<file path="config.mk">
export PLATFORM = sky130hd
export DESIGN_NAME = it_state_advancer
export DESIGN_NICKNAME = d
export VERILOG_FILES = /design/src/rtl/it_adv_pkg.sv /design/src/rtl/it_field_extract.sv /design/src/rtl/it_field_insert.sv /design/src/rtl/it_step.sv /design/src/rtl/it_state_reg.sv /design/src/rtl/it_state_advancer.sv
export SDC_FILE = /design/constraint.sdc
export NUM_CORES = 1
export LEC_CHECK = 0
export ABC_AREA = 1
export ABC_CLOCK_PERIOD_IN_PS = 800
export BUFFER_PORTS_ARGS = -buffer_cell sky130_fd_sc_hd__buf_2
export CAP_MARGIN = 20
export CORE_MARGIN = 2
export CORE_UTILIZATION = 29
export DETAILED_ROUTE_END_ITERATION = 7
export PLACE_DENSITY = 0.77
export SLEW_MARGIN = 20
export SYNTH_ARGS = -nofsm -noshare
export SYNTH_HDL_FRONTEND = slang
export SYNTH_SLANG_ARGS = --single-unit
</file>
<file path="constraint.sdc">
create_clock -name clk -period 0.8 [get_ports clk]
set_input_delay 0.2 -clock clk [delete_from_list [all_inputs] [get_ports clk]]
set_output_delay 0.2 -clock clk [all_outputs]
set_load 0.01 [all_outputs]
</file>
<file path="src/rtl/it_adv_pkg.sv">
// Package: shared types and the mapping of the conditional-block state
// onto its scattered status-word positions.
// Assumes: state bit order {cond[3:0], mask[3:0]}, mask MSB at status bit 11.
package it_adv_pkg;

    localparam int IT_BITS      = 8;
    localparam int COND_W       = 4;
    localparam int MASK_W       = 4;
    localparam int MIN_STATUS_W = 27;

    typedef struct packed {
        logic [COND_W-1:0] cond;   // status [15:12]
        logic [MASK_W-1:0] mask;   // status {11,10,26,25}
    } it_state_t;

    // Status-word position of flat state bit idx (0 = LSB of the mask).
    function automatic int it_pos(input int idx);
        int p;
        case (idx)
            0:       p = 25;
            1:       p = 26;
            default: p = idx + 8;   // 2..7 -> 10..15
        endcase
        return p;
    endfunction

endpackage

</file>
<file path="src/rtl/it_field_extract.sv">
// Module: gathers the eight scattered conditional-block bits out of a
// status word into the packed state type.
// Assumes: STATUS_W >= MIN_STATUS_W; bits outside the fields are ignored here.
module it_field_extract
    import it_adv_pkg::*;
#(
    parameter int STATUS_W = 32
) (
    input  logic [STATUS_W-1:0] word_i,
    output it_state_t           state_o
);

    logic [IT_BITS-1:0] flat;

    // One wire per state bit, picked from its status position.
    for (genvar i = 0; i < IT_BITS; i++) begin : g_pick
        localparam int P = it_pos(i);
        assign flat[i] = word_i[P];
    end

    assign state_o = it_state_t'(flat);

endmodule

</file>
<file path="src/rtl/it_field_insert.sv">
// Module: writes the packed state back into its scattered status positions
// over a base word; every other bit of the base passes through unchanged.
// Assumes: STATUS_W >= MIN_STATUS_W.
module it_field_insert
    import it_adv_pkg::*;
#(
    parameter int STATUS_W = 32
) (
    input  logic [STATUS_W-1:0] base_i,
    input  it_state_t           state_i,
    output logic [STATUS_W-1:0] word_o
);

    logic [IT_BITS-1:0] flat;
    assign flat = state_i;

    // Overlay the state bits on the pass-through word.
    always_comb begin
        word_o = base_i;
        for (int i = 0; i < IT_BITS; i++) begin
            word_o[it_pos(i)] = flat[i];
        end
    end

endmodule

</file>
<file path="src/rtl/it_step.sv">
// Module: one advance step of the conditional-block state (pure logic).
// A nonzero mask shifts left one place, its top bit landing in cond[0];
// whenever the resulting mask is zero, the condition nibble is cleared.
// Assumes: called once per retired instruction by the state register.
module it_step
    import it_adv_pkg::*;
(
    input  it_state_t cur_i,
    output it_state_t nxt_o
);

    logic [MASK_W:0] shifted;

    // Five-bit shift of the mask, only when the mask is nonzero.
    always_comb begin
        shifted = {cur_i.mask, 1'b0};
        nxt_o   = cur_i;
        if (cur_i.mask != '0) begin
            nxt_o.mask = shifted[MASK_W-1:0];
            nxt_o.cond = {cur_i.cond[COND_W-1:1], shifted[MASK_W]};
        end
        if (nxt_o.mask == '0) begin
            nxt_o.cond = '0;
        end
    end

endmodule

</file>
<file path="src/rtl/it_state_reg.sv">
// Module: the stored conditional-block state with load-over-advance priority.
// Assumes: synchronous active-low reset; load and retire share clk.
module it_state_reg
    import it_adv_pkg::*;
(
    input  logic      clk,
    input  logic      rst_n,
    input  logic      load_valid,
    input  it_state_t load_state_i,
    input  logic      retire,
    input  it_state_t step_state_i,
    output it_state_t state_o
);

    // Reset clears, load wins over retire, otherwise hold.
    always_ff @(posedge clk) begin
        if (!rst_n) begin
            state_o <= '0;
        end else if (load_valid) begin
            state_o <= load_state_i;
        end else if (retire) begin
            state_o <= step_state_i;
        end
    end

endmodule

</file>
<file path="src/rtl/it_state_advancer.sv">
// Module (top): keeps the conditional-block execution state, advances it on
// each retire, and presents current and once-advanced status views.
// Assumes: load_word carries the pass-through status bits at all times;
// its conditional-block bits matter only while load_valid is high.
module it_state_advancer
    import it_adv_pkg::*;
#(
    parameter int STATUS_W = 32
) (
    input  logic                clk,
    input  logic                rst_n,
    input  logic                load_valid,
    input  logic [STATUS_W-1:0] load_word,
    input  logic                retire,
    output logic [STATUS_W-1:0] status_o,
    output logic [STATUS_W-1:0] save_o,
    output logic [COND_W-1:0]   cond_o,
    output logic                in_it_o
);

    it_state_t ld_state;
    it_state_t cur_state;
    it_state_t nxt_state;

    it_field_extract #(.STATUS_W(STATUS_W)) u_extract (
        .word_i  (load_word),
        .state_o (ld_state)
    );

    it_step u_step (
        .cur_i (cur_state),
        .nxt_o (nxt_state)
    );

    it_state_reg u_reg (
        .clk          (clk),
        .rst_n        (rst_n),
        .load_valid   (load_valid),
        .load_state_i (ld_state),
        .retire       (retire),
        .step_state_i (nxt_state),
        .state_o      (cur_state)
    );

    it_field_insert #(.STATUS_W(STATUS_W)) u_insert_cur (
        .base_i  (load_word),
        .state_i (cur_state),
        .word_o  (status_o)
    );

    it_field_insert #(.STATUS_W(STATUS_W)) u_insert_nxt (
        .base_i  (load_word),
        .state_i (nxt_state),
        .word_o  (save_o)
    );

    assign cond_o  = cur_state.cond;
    assign in_it_o = |cur_state.mask;

endmodule

</file>
==> results.sh, run 1 <==
export IMPL_cp_max_fo=5
export IMPL_track_usage=0.1032
export IMPL_fin_util=0.3530
export IMPL_die_h_um=57.73
export IMPL_p_leak_nw=0.5208
export IMPL_yosysSeqAreaShare=0.1913
export IMPL_finalInstanceArea_um2=973.4
export IMPL_drt_initial_drc_count=4
export IMPL_worstHoldPathType="in -> reg"
export IMPL_area_delta_synth_final_pct=16.29
export IMPL_tritoncts="built"
export IMPL_via_per_inst=4.168
export IMPL_yosysMostFrequentCell="buf_4"
export IMPL_finalClockSkew_ps=7.154
export IMPL_vias=621
export IMPL_status="complete, but fails checks"
export IMPL_gr_total_overflow=0
export IMPL_initial_core_util=0.3035
export IMPL_antenna_left=0
export IMPL_synth_edf_count=0
export IMPL_portBuffers=31
export IMPL_worst_slack_ps=-409.5
export IMPL_remaining_drc_errors=0
export IMPL_top_regs="u_reg.state_o: 8 flops"
export IMPL_dr_pass1_iters=4
export IMPL_final_max_slew_viol_count=0
export IMPL_synth_flop_cell="dfxtp_1"
export IMPL_pre_cts_slack_ps=-181.2
export IMPL_violations="negative setup slack"
export IMPL_clk_insertion_delay_late_ps=260
export IMPL_grt_start_max_net_pins=11
export IMPL_async_flop_share=0
export IMPL_setup_viol=28
export IMPL_syn_area_um2=837.1
export IMPL_finalHoldViolCount=0
export IMPL_worst_setup_path_end_kind="output pin"
export IMPL_synth_nets=160
export IMPL_crit_path_start_kind="flop"
export IMPL_cts_inserted_buffers=3
export IMPL_fin_crit_sh=1.512
export IMPL_vdd_ir_drop_max_mv=0.6727
export IMPL_clockBufferDepth=2
export IMPL_netlist_area_leader_share=0.4753
export IMPL_antenna_found_initial=0
export IMPL_fin_tns_setup_ps=-6327
export IMPL_rows=19
export IMPL_fp_dieW_um=57.73
export IMPL_min_period_ps=1210
export IMPL_yosys_area_top_type="buf_4"
export IMPL_yosys_warnings=0
export IMPL_cts_clk_slew_worst_paths_ps=60
export IMPL_ys_types=11
export IMPL_largest_reg_flops=8
export IMPL_post_dp_cell_area_um2=701.9
export IMPL_cts_sinks=8
export IMPL_p_per_area_mw_per_mm2=1221
export IMPL_wl_per_cell_um=11.36
export IMPL_arrival_ps=1010
export IMPL_root_buffer="clkbuf_4"
export IMPL_synthTopCellsByArea="buf_4 (48%), dfxtp_1 (19%), nand2_1 (9.0%), inv_1 (6.7%), a21oi_1 (5.4%)"
export IMPL_ys_ff_latch=8
export IMPL_multi_input_area_um2=256.5
export IMPL_worstSetupPathType="reg -> out"
export IMPL_cts_hold_buf=0
export IMPL_drv_cap=0
export IMPL_globalplace_congestion=0.7476
export IMPL_max_freq_ghz=0.8268
export IMPL_antennaDiodeCount=0
export IMPL_core_mm2=0.002758
export IMPL_required_ps=600
export IMPL_place_hpwl_um=1117
export IMPL_syn_avg_cell_area_um2=6.750
export IMPL_whs_ps=161.4
export IMPL_wl_um=1692
export IMPL_rsz0062_at_grt="yes"
export IMPL_grt_pass1_vias=594
export IMPL_n_fill_cell=298
export IMPL_regArea_um2=172.7
export IMPL_io_pins=105
export IMPL_grt_first_pass_wirelength_um=2539
export IMPL_die_area_mm2=0.003332
export IMPL_nNetsFinal=156
export IMPL_drive_gt1_frac=0.6695
export IMPL_h_tree_depth=1
export IMPL_synth_cells=124
export IMPL_largest_register="u_reg.state_o"
export IMPL_synth_common_cells="buf_4 (53), nand2_1 (20), inv_1 (15)"
final cells by class:
cell class | instances | area share
Tap cell | 31 | 0.03985
Clock buffer | 3 | 0.02314
Sequential cell | 8 | 0.1774
Multi-Input combinational cell | 44 | 0.2635
Timing Repair Buffer | 48 | 0.4357
Inverter | 15 | 0.06041
placed cells by master (no fill, tap or decap):
| cell type | count |
|---|---|
| a21oi_1 | 8 |
| a21oi_2 | 1 |
| buf_2 | 15 |
| buf_4 | 6 |
| buf_6 | 27 |
| clkbuf_4 | 3 |
| conb_1 | 1 |
| dfxtp_2 | 7 |
| dfxtp_4 | 1 |
| inv_1 | 14 |
| inv_4 | 1 |
| nand2_1 | 14 |
| nand2_2 | 6 |
| nand3_1 | 2 |
| nand3_2 | 5 |
| nor2_2 | 5 |
| nor2_4 | 2 |
layer usage:
layer	track usage	up-vias	share of wire
met2	0.1591	38	0.48
met1	0.1146	274	0.39
met5	0	-	0
li1	-	302	-
met4	0.06312	0	0.017
met3	0.04911	7	0.11
report_power, final:
part	switching, mW	total, mW	internal [mW]
Combinational	0.190	0.419	0.229
Sequential	0.0191	0.442	0.423
Clock	0.154	0.327	0.173
Total	0.363	1.19	0.825
repair_timing:
action                                  in CTS  in global routing
endpoints found under the setup margin      24                 28
setup buffers                                7                  2
gates resized for setup                     36                 12
pin swaps                                    7                  7
worst max-delay path, cell delays in order (launching register included):
cell and delay [ps]:
dfxtp_2 320, nor2_2 100, nand2_2 80, inv_4 90, nand2_2 50, buf_6 110
kinds of logic after synthesis:
kind of cell | share of synthesized area
AOI/OAI and AO/OA | 0.05381
and+or+nand+nor | 0.1809
buffers and inverters | 0.5695
DFF | 0.1913
other | 0.004480
path summary, 6_finish.rpt:
check | startpoint | to | slack, ps | depth (start not counted)
setup / recovery | u_reg.state_o[0] | in_it_o | -410 | 5
hold reg to reg | u_reg.state_o[7] | u_reg.state_o[7] | 620 | 3
setup reg to reg | u_reg.state_o[0] | u_reg.state_o[7] | -190 | 6
hold / removal | rst_n | u_reg.state_o[1] | 160 | 3
per-stage QoR:
stage,total power [mW],std cells
after global placement,0.7216,139
after global routing,1.249,149
final,1.188,149
after CTS,1.182,149
after floorplan,0.8557,124
after detailed placement,0.7258,139
Note: power is estimated with default switching activity, not from simulation.
==> run 2, diff against run 1 <==
- ABC_CLOCK_PERIOD_IN_PS: 800 -> 1200
- CORE_UTILIZATION: 29 -> 32
- PLACE_DENSITY: 0.77 -> 0.8
- clock period: 0.8 -> 1.2 ns (I/O delays scaled with it)
==> results.sh, run 2 (synthesized netlist as in run 1, its figures left out) <==
export IMPL_finalClockSkew_ps=5.619
export IMPL_arrival_ps=1010
export IMPL_min_path_cells=3
export IMPL_multi_input_area_um2=221.5
export IMPL_final_cells=137
export IMPL_initial_core_util=0.3379
export IMPL_dr_wl_met2_um=754
export IMPL_fin_util=0.2859
export IMPL_drive_gt1_frac=0.4673
export IMPL_required_ps=900
export IMPL_max_freq_ghz=0.7623
export IMPL_cp_max_fo=5
export IMPL_critPathSlowestCell="dfxtp_2"
export IMPL_drv_cap=0
export IMPL_gr_total_overflow=0
export IMPL_vias=550
export IMPL_antenna_left=0
export IMPL_antennaDiodeCount=0
export IMPL_fin_tns_setup_ps=-545.7
export IMPL_remaining_drc_errors=0
export IMPL_wl_met1_um=570
export IMPL_setup_viol=5
export IMPL_grt_pass1_vias=514
export IMPL_pre_cts_slack_ps=68.35
export IMPL_p_leak_nw=0.4174
export IMPL_clockBufferDepth=2
export IMPL_post_dp_cell_area_um2=631.9
export IMPL_worstPathBufferInverterCount=2
export IMPL_path_cells="nor2_2 > nand2_2 > inv_4 > nor2_1 > buf_2"
export IMPL_finalInstanceArea_um2=708.2
export IMPL_nNetsFinal=145
export IMPL_rows=18
export IMPL_fin_crit_sh=1.093
export IMPL_crit_path_start_kind="flop"
export IMPL_dp_cells=131
export IMPL_root_buffer="clkbuf_4"
export IMPL_vdd_ir_drop_max_mv=0.3021
export IMPL_tritoncts="built"
export IMPL_grt_first_pass_wirelength_um=2083
export IMPL_regArea_um2=161.4
export IMPL_cts_sinks=8
export IMPL_status="complete, but fails checks"
export IMPL_worstHoldPathType="in -> reg"
export IMPL_dr_pass1_iters=4
export IMPL_min_period_ps=1312
export IMPL_p_switching_mw=0.2131
export IMPL_area_delta_synth_final_pct=-15.40
export IMPL_die_area_mm2=0.003041
export IMPL_cp_depth=5
export IMPL_finalHoldViolCount=0
export IMPL_internal_power_mw=0.4824
export IMPL_grt_start_max_net_pins=11
export IMPL_track_usage=0.1030
export IMPL_n_fill_cell=288
export IMPL_worst_setup_path_end_kind="output pin"
export IMPL_wl_um=1524
export IMPL_violations="negative setup slack"
export IMPL_antenna_found_initial=0
export IMPL_worstSetupPathType="reg -> out"
export IMPL_clk_insertion_delay_late_ps=250
export IMPL_topRoutingLayerUsed="met4"
export IMPL_wl_per_cell_um=11.12
export IMPL_switching_share=0.3064
export IMPL_globalplace_congestion=0.7559
export IMPL_place_hpwl_um=1091
export IMPL_pwr_share_seq=0.421
export IMPL_drt_initial_drc_count=5
export IMPL_fp_dieW_um=55.15
export IMPL_die_h_um=55.15
export IMPL_cts_inserted_buffers=3
export IMPL_layout_commonest_cell="buf_2"
export IMPL_critical_path_max_stage_delay_ps=320
export IMPL_p_per_area_mw_per_mm2=982.1
export IMPL_worst_slack_ps=-111.8
export IMPL_io_pins=105
export IMPL_core_mm2=0.002477
export IMPL_whs_ps=283.4
export IMPL_layout_common_cells="buf_2 (30), nand2_1 (18), inv_1 (14)"
export IMPL_r2r_cells=7
export IMPL_p_total_mw=0.6955
export IMPL_p_clk_frac=0.303
export IMPL_met3_length_um=181
export IMPL_top_regs="u_reg.state_o: 8 flops"
export IMPL_portBuffers=31
export IMPL_rsz0062_at_grt="yes"
export IMPL_h_tree_depth=1
export IMPL_p_comb_frac=0.276
export IMPL_final_max_slew_viol_count=0
export IMPL_via_per_inst=4.015
export IMPL_cts_clk_slew_worst_paths_ps=60
export IMPL_largest_reg_flops=8
export IMPL_largest_register="u_reg.state_o"
export IMPL_cp_top_family="flip-flops"
[run 2: cell count changes in the layout (fill, tap and decap cells not counted), moves of 3 or more]
cell	previous run	this run
nand2_2	6	2
buf_2	15	30
nor2_2	5	1
nand2_1	14	18
buf_6	27	1
nand3_1	2	5
dfxtp_1	0	7
nor2_1	0	4
nand3_2	5	2
dfxtp_2	7	1
[run 2: power groups by stage]
| stage | combinational (mW) | clock, mW | sequential (mW) |
|---|---|---|---|
| 6_report | 0.192 | 0.211 | 0.293 |
| 5_1_grt | 0.217 | 0.223 | 0.295 |
| 4_1_cts | 0.170 | 0.216 | 0.292 |
| 3_5_place_dp | 0.160 | 0 | 0.299 |
| 3_3_place_gp | 0.158 | 0 | 0.298 |
| 2_1_floorplan | 0.255 | 0 | 0.306 |
[run 2: path summary, 6_finish.rpt]
path | startpoint | to | slack (ps)
worst max-delay path | u_reg.state_o[1] | save_o[15] | -110
worst min-delay path | rst_n | u_reg.state_o[3] | 280
worst max register to register | u_reg.state_o[1] | u_reg.state_o[5] | 50
worst min register to register | u_reg.state_o[3] | u_reg.state_o[4] | 510
[run 2: timing repair]
action	in CTS	in global routing
setup buffers	2	1
hold buffers	0	0
resized for setup	2	8
endpoints found under the hold margin	0	0
pin swaps	1	2
endpoints found under the setup margin	5	5
[run 2: per-layer routing]
layer / GRT usage / up-vias
met5: 0 / -
met4: 0.1016 / 0
met3: 0.04839 / 6
met2: 0.1647 / 30
met1: 0.09400 / 231
li1: - / 283
[run 2: worst register-to-register path, delay by kind of cell, from the launching register on]
| kind | cells | cell delay, ps |
|---|---|---|
| DFF | 1 | 320 |
| and+or+nand+nor | 3 | 260 |
| buffers and inverters | 3 | 400 |
| AOI/OAI and AO/OA | 1 | 60 |
[run 2: area by class of cell]
type | instances | share of cell area
multi-input combinational | 44 | 0.3127
timing repair buffer | 37 | 0.2915
sequential | 8 | 0.2279
inverter | 15 | 0.08304
tap | 30 | 0.05300
clock buffer | 3 | 0.03180
==> run 3, diff against run 2 <==
- CORE_ASPECT_RATIO: unset -> 1.2
==> results.sh, run 3 (synthesized netlist as in run 1, its figures left out) <==
export IMPL_status="complete, but fails checks"
export IMPL_violations="negative setup slack"
export IMPL_drive_gt1_frac=0.4907
export IMPL_worstHoldPathType="in -> reg"
export IMPL_setup_viol=9
export IMPL_layout_common_cells="buf_2 (31), nand2_1 (19), inv_1 (13)"
export IMPL_antenna_found_initial=0
export IMPL_rows=20
export IMPL_r2r_cells=8
export IMPL_cts_inserted_buffers=3
export IMPL_p_comb_frac=0.276
export IMPL_rsz0062_at_grt="yes"
export IMPL_finalClockSkew_ps=1.873
export IMPL_hold_end="u_reg.state_o[3]"
export IMPL_max_freq_ghz=0.7508
export IMPL_largest_register="u_reg.state_o"
export IMPL_final_max_slew_viol_count=0
export IMPL_min_path_cells=3
export IMPL_p_switching_mw=0.2096
export IMPL_place_hpwl_um=1196
export IMPL_n_fill_cell=288
export IMPL_pwr_share_seq=0.425
export IMPL_p_leak_nw=0.4224
export IMPL_grt_pass1_vias=536
export IMPL_initial_core_util=0.3345
export IMPL_largest_reg_flops=8
export IMPL_via_per_inst=4.106
export IMPL_vias=579
export IMPL_gr_total_overflow=0
export IMPL_p_clk_frac=0.299
export IMPL_clockBufferDepth=2
export IMPL_switching_share=0.3021
export IMPL_worstSetupPathType="reg -> out"
export IMPL_tritoncts="built"
export IMPL_area_delta_synth_final_pct=-14.65
export IMPL_cts_sinks=8
export IMPL_track_usage=0.1030
export IMPL_whs_ps=271.3
export IMPL_die_h_um=60.03
export IMPL_h_tree_depth=1
export IMPL_required_ps=900
export IMPL_min_period_ps=1332
export IMPL_arrival_ps=1030
export IMPL_antennaDiodeCount=0
export IMPL_cts_clk_slew_worst_paths_ps=50
export IMPL_remaining_drc_errors=0
export IMPL_finalHoldViolCount=0
export IMPL_core_mm2=0.002502
export IMPL_layout_commonest_cell="buf_2"
export IMPL_dr_pass1_iters=5
export IMPL_crit_path_start_kind="flop"
export IMPL_wl_per_cell_um=11.18
export IMPL_die_area_mm2=0.003043
export IMPL_globalplace_congestion=0.7971
export IMPL_root_buffer="clkbuf_4"
export IMPL_antenna_left=0
export IMPL_fp_dieW_um=50.69
export IMPL_grt_start_max_net_pins=11
export IMPL_wl_um=1576
export IMPL_drv_cap=0
export IMPL_drt_initial_drc_count=12
export IMPL_internal_power_mw=0.4842
export IMPL_reg2reg_slack_ps=-60
export IMPL_p_total_mw=0.6938
export IMPL_portBuffers=31
export IMPL_clk_insertion_delay_late_ps=260
export IMPL_worst_slack_ps=-131.8
export IMPL_cp_max_fo=5
export IMPL_vdd_ir_drop_max_mv=0.3989
export IMPL_io_pins=105
export IMPL_p_per_area_mw_per_mm2=971.1
export IMPL_r2r_start="u_reg.state_o[0]"
export IMPL_r2r_end="u_reg.state_o[6]"
export IMPL_min_from="rst_n"
export IMPL_worst_setup_path_end_kind="output pin"
export IMPL_top_regs="u_reg.state_o: 8 flops"
export IMPL_grt_first_pass_wirelength_um=2311
export IMPL_cts_hold_buf=0
export IMPL_fin_crit_sh=1.110
export IMPL_nNetsFinal=146
-- run 3: cell types whose count changed in the layout (fill, tap and decap cells not counted) --
cell | previous run | this run
dfxtp_1 | 7 | 5
dfxtp_2 | 1 | 3
buf_2 | 30 | 31
inv_1 | 14 | 13
inv_2 | 0 | 1
nand2_1 | 18 | 19
nand2_2 | 2 | 1
nand3_1 | 5 | 6
nand3_2 | 2 | 1
nor2_1 | 4 | 3
nor2_2 | 1 | 2
-- run 3: layer usage --
metal / wire length [um] / vias to the layer above / track usage
met1: 567 / 238 / 0.09574
li1: - / 285 / -
met5: 0 / - / 0
met2: 728 / 31 / 0.1692
met3: 189 / 25 / 0.03250
met4: 91 / 0 / 0.1158
-- run 3: worst max-delay path: stages (launching register included) --
cell and delay (ps):
dfxtp_2 320, nor2_2 110, nand2_2 90, inv_4 80, nand2_1 40, buf_2 130
-- run 3: what timing repair did --
| action | 4_1_cts | 5_1_grt |
|---|---|---|
| gates resized for setup | 5 | 7 |
| pin swaps | 4 | 4 |
| hold endpoints to repair | 0 | 0 |
| endpoints found under the setup margin | 5 | 9 |
| setup buffers | 4 | 0 |
-- run 3: how the worst max path moves through the flow --
stage                     start         end  slack (ps)  cells after the start
2_1_floorplan  u_reg.state_o[0]  save_o[12]          60                      4
3_3_place_gp   u_reg.state_o[1]     in_it_o         100                      5
3_5_place_dp   u_reg.state_o[1]     in_it_o          70                      5
4_1_cts        u_reg.state_o[1]  save_o[12]        -140                      5
5_1_grt        u_reg.state_o[0]     in_it_o        -180                      5
6_report       u_reg.state_o[0]     in_it_o        -130                      5
-- run 3: cell type report --
class | count | area [um2] | share of cell area
multi-input combinational | 44 | 216.5 | 0.3030
timing repair buffer | 38 | 211.5 | 0.2960
sequential | 8 | 163.9 | 0.2294
inverter | 15 | 58.81 | 0.08231
tap | 33 | 41.29 | 0.05779
clock buffer | 3 | 22.52 | 0.03152
-- run 3: power by group through the flow --
stage | logic [mW] | registers (mW) | clock network, mW
2_1_floorplan | 0.255 | 0.306 | 0
3_3_place_gp | 0.157 | 0.299 | 0
3_5_place_dp | 0.159 | 0.300 | 0
4_1_cts | 0.184 | 0.294 | 0.214
6_report | 0.191 | 0.295 | 0.207
5_1_grt | 0.211 | 0.297 | 0.228
-- run 3: per-stage QoR --
stage | area (um2) | util | cells | setup WS (ps) | setup TNS (ps)
2_1_floorplan | 837.1 | - | 124 | 57.42 | 0
3_3_place_gp | 635.6 | 0.2540 | 134 | 104.2 | 0
3_5_place_dp | 635.6 | 0.2540 | 134 | 68.81 | 0
4_1_cts | 699.4 | 0.2795 | 141 | -139.4 | -721.1
5_1_grt | 714.4 | 0.2855 | 141 | -179.6 | -1226
6_report | 714.4 | 0.2855 | 141 | -131.8 | -809.5
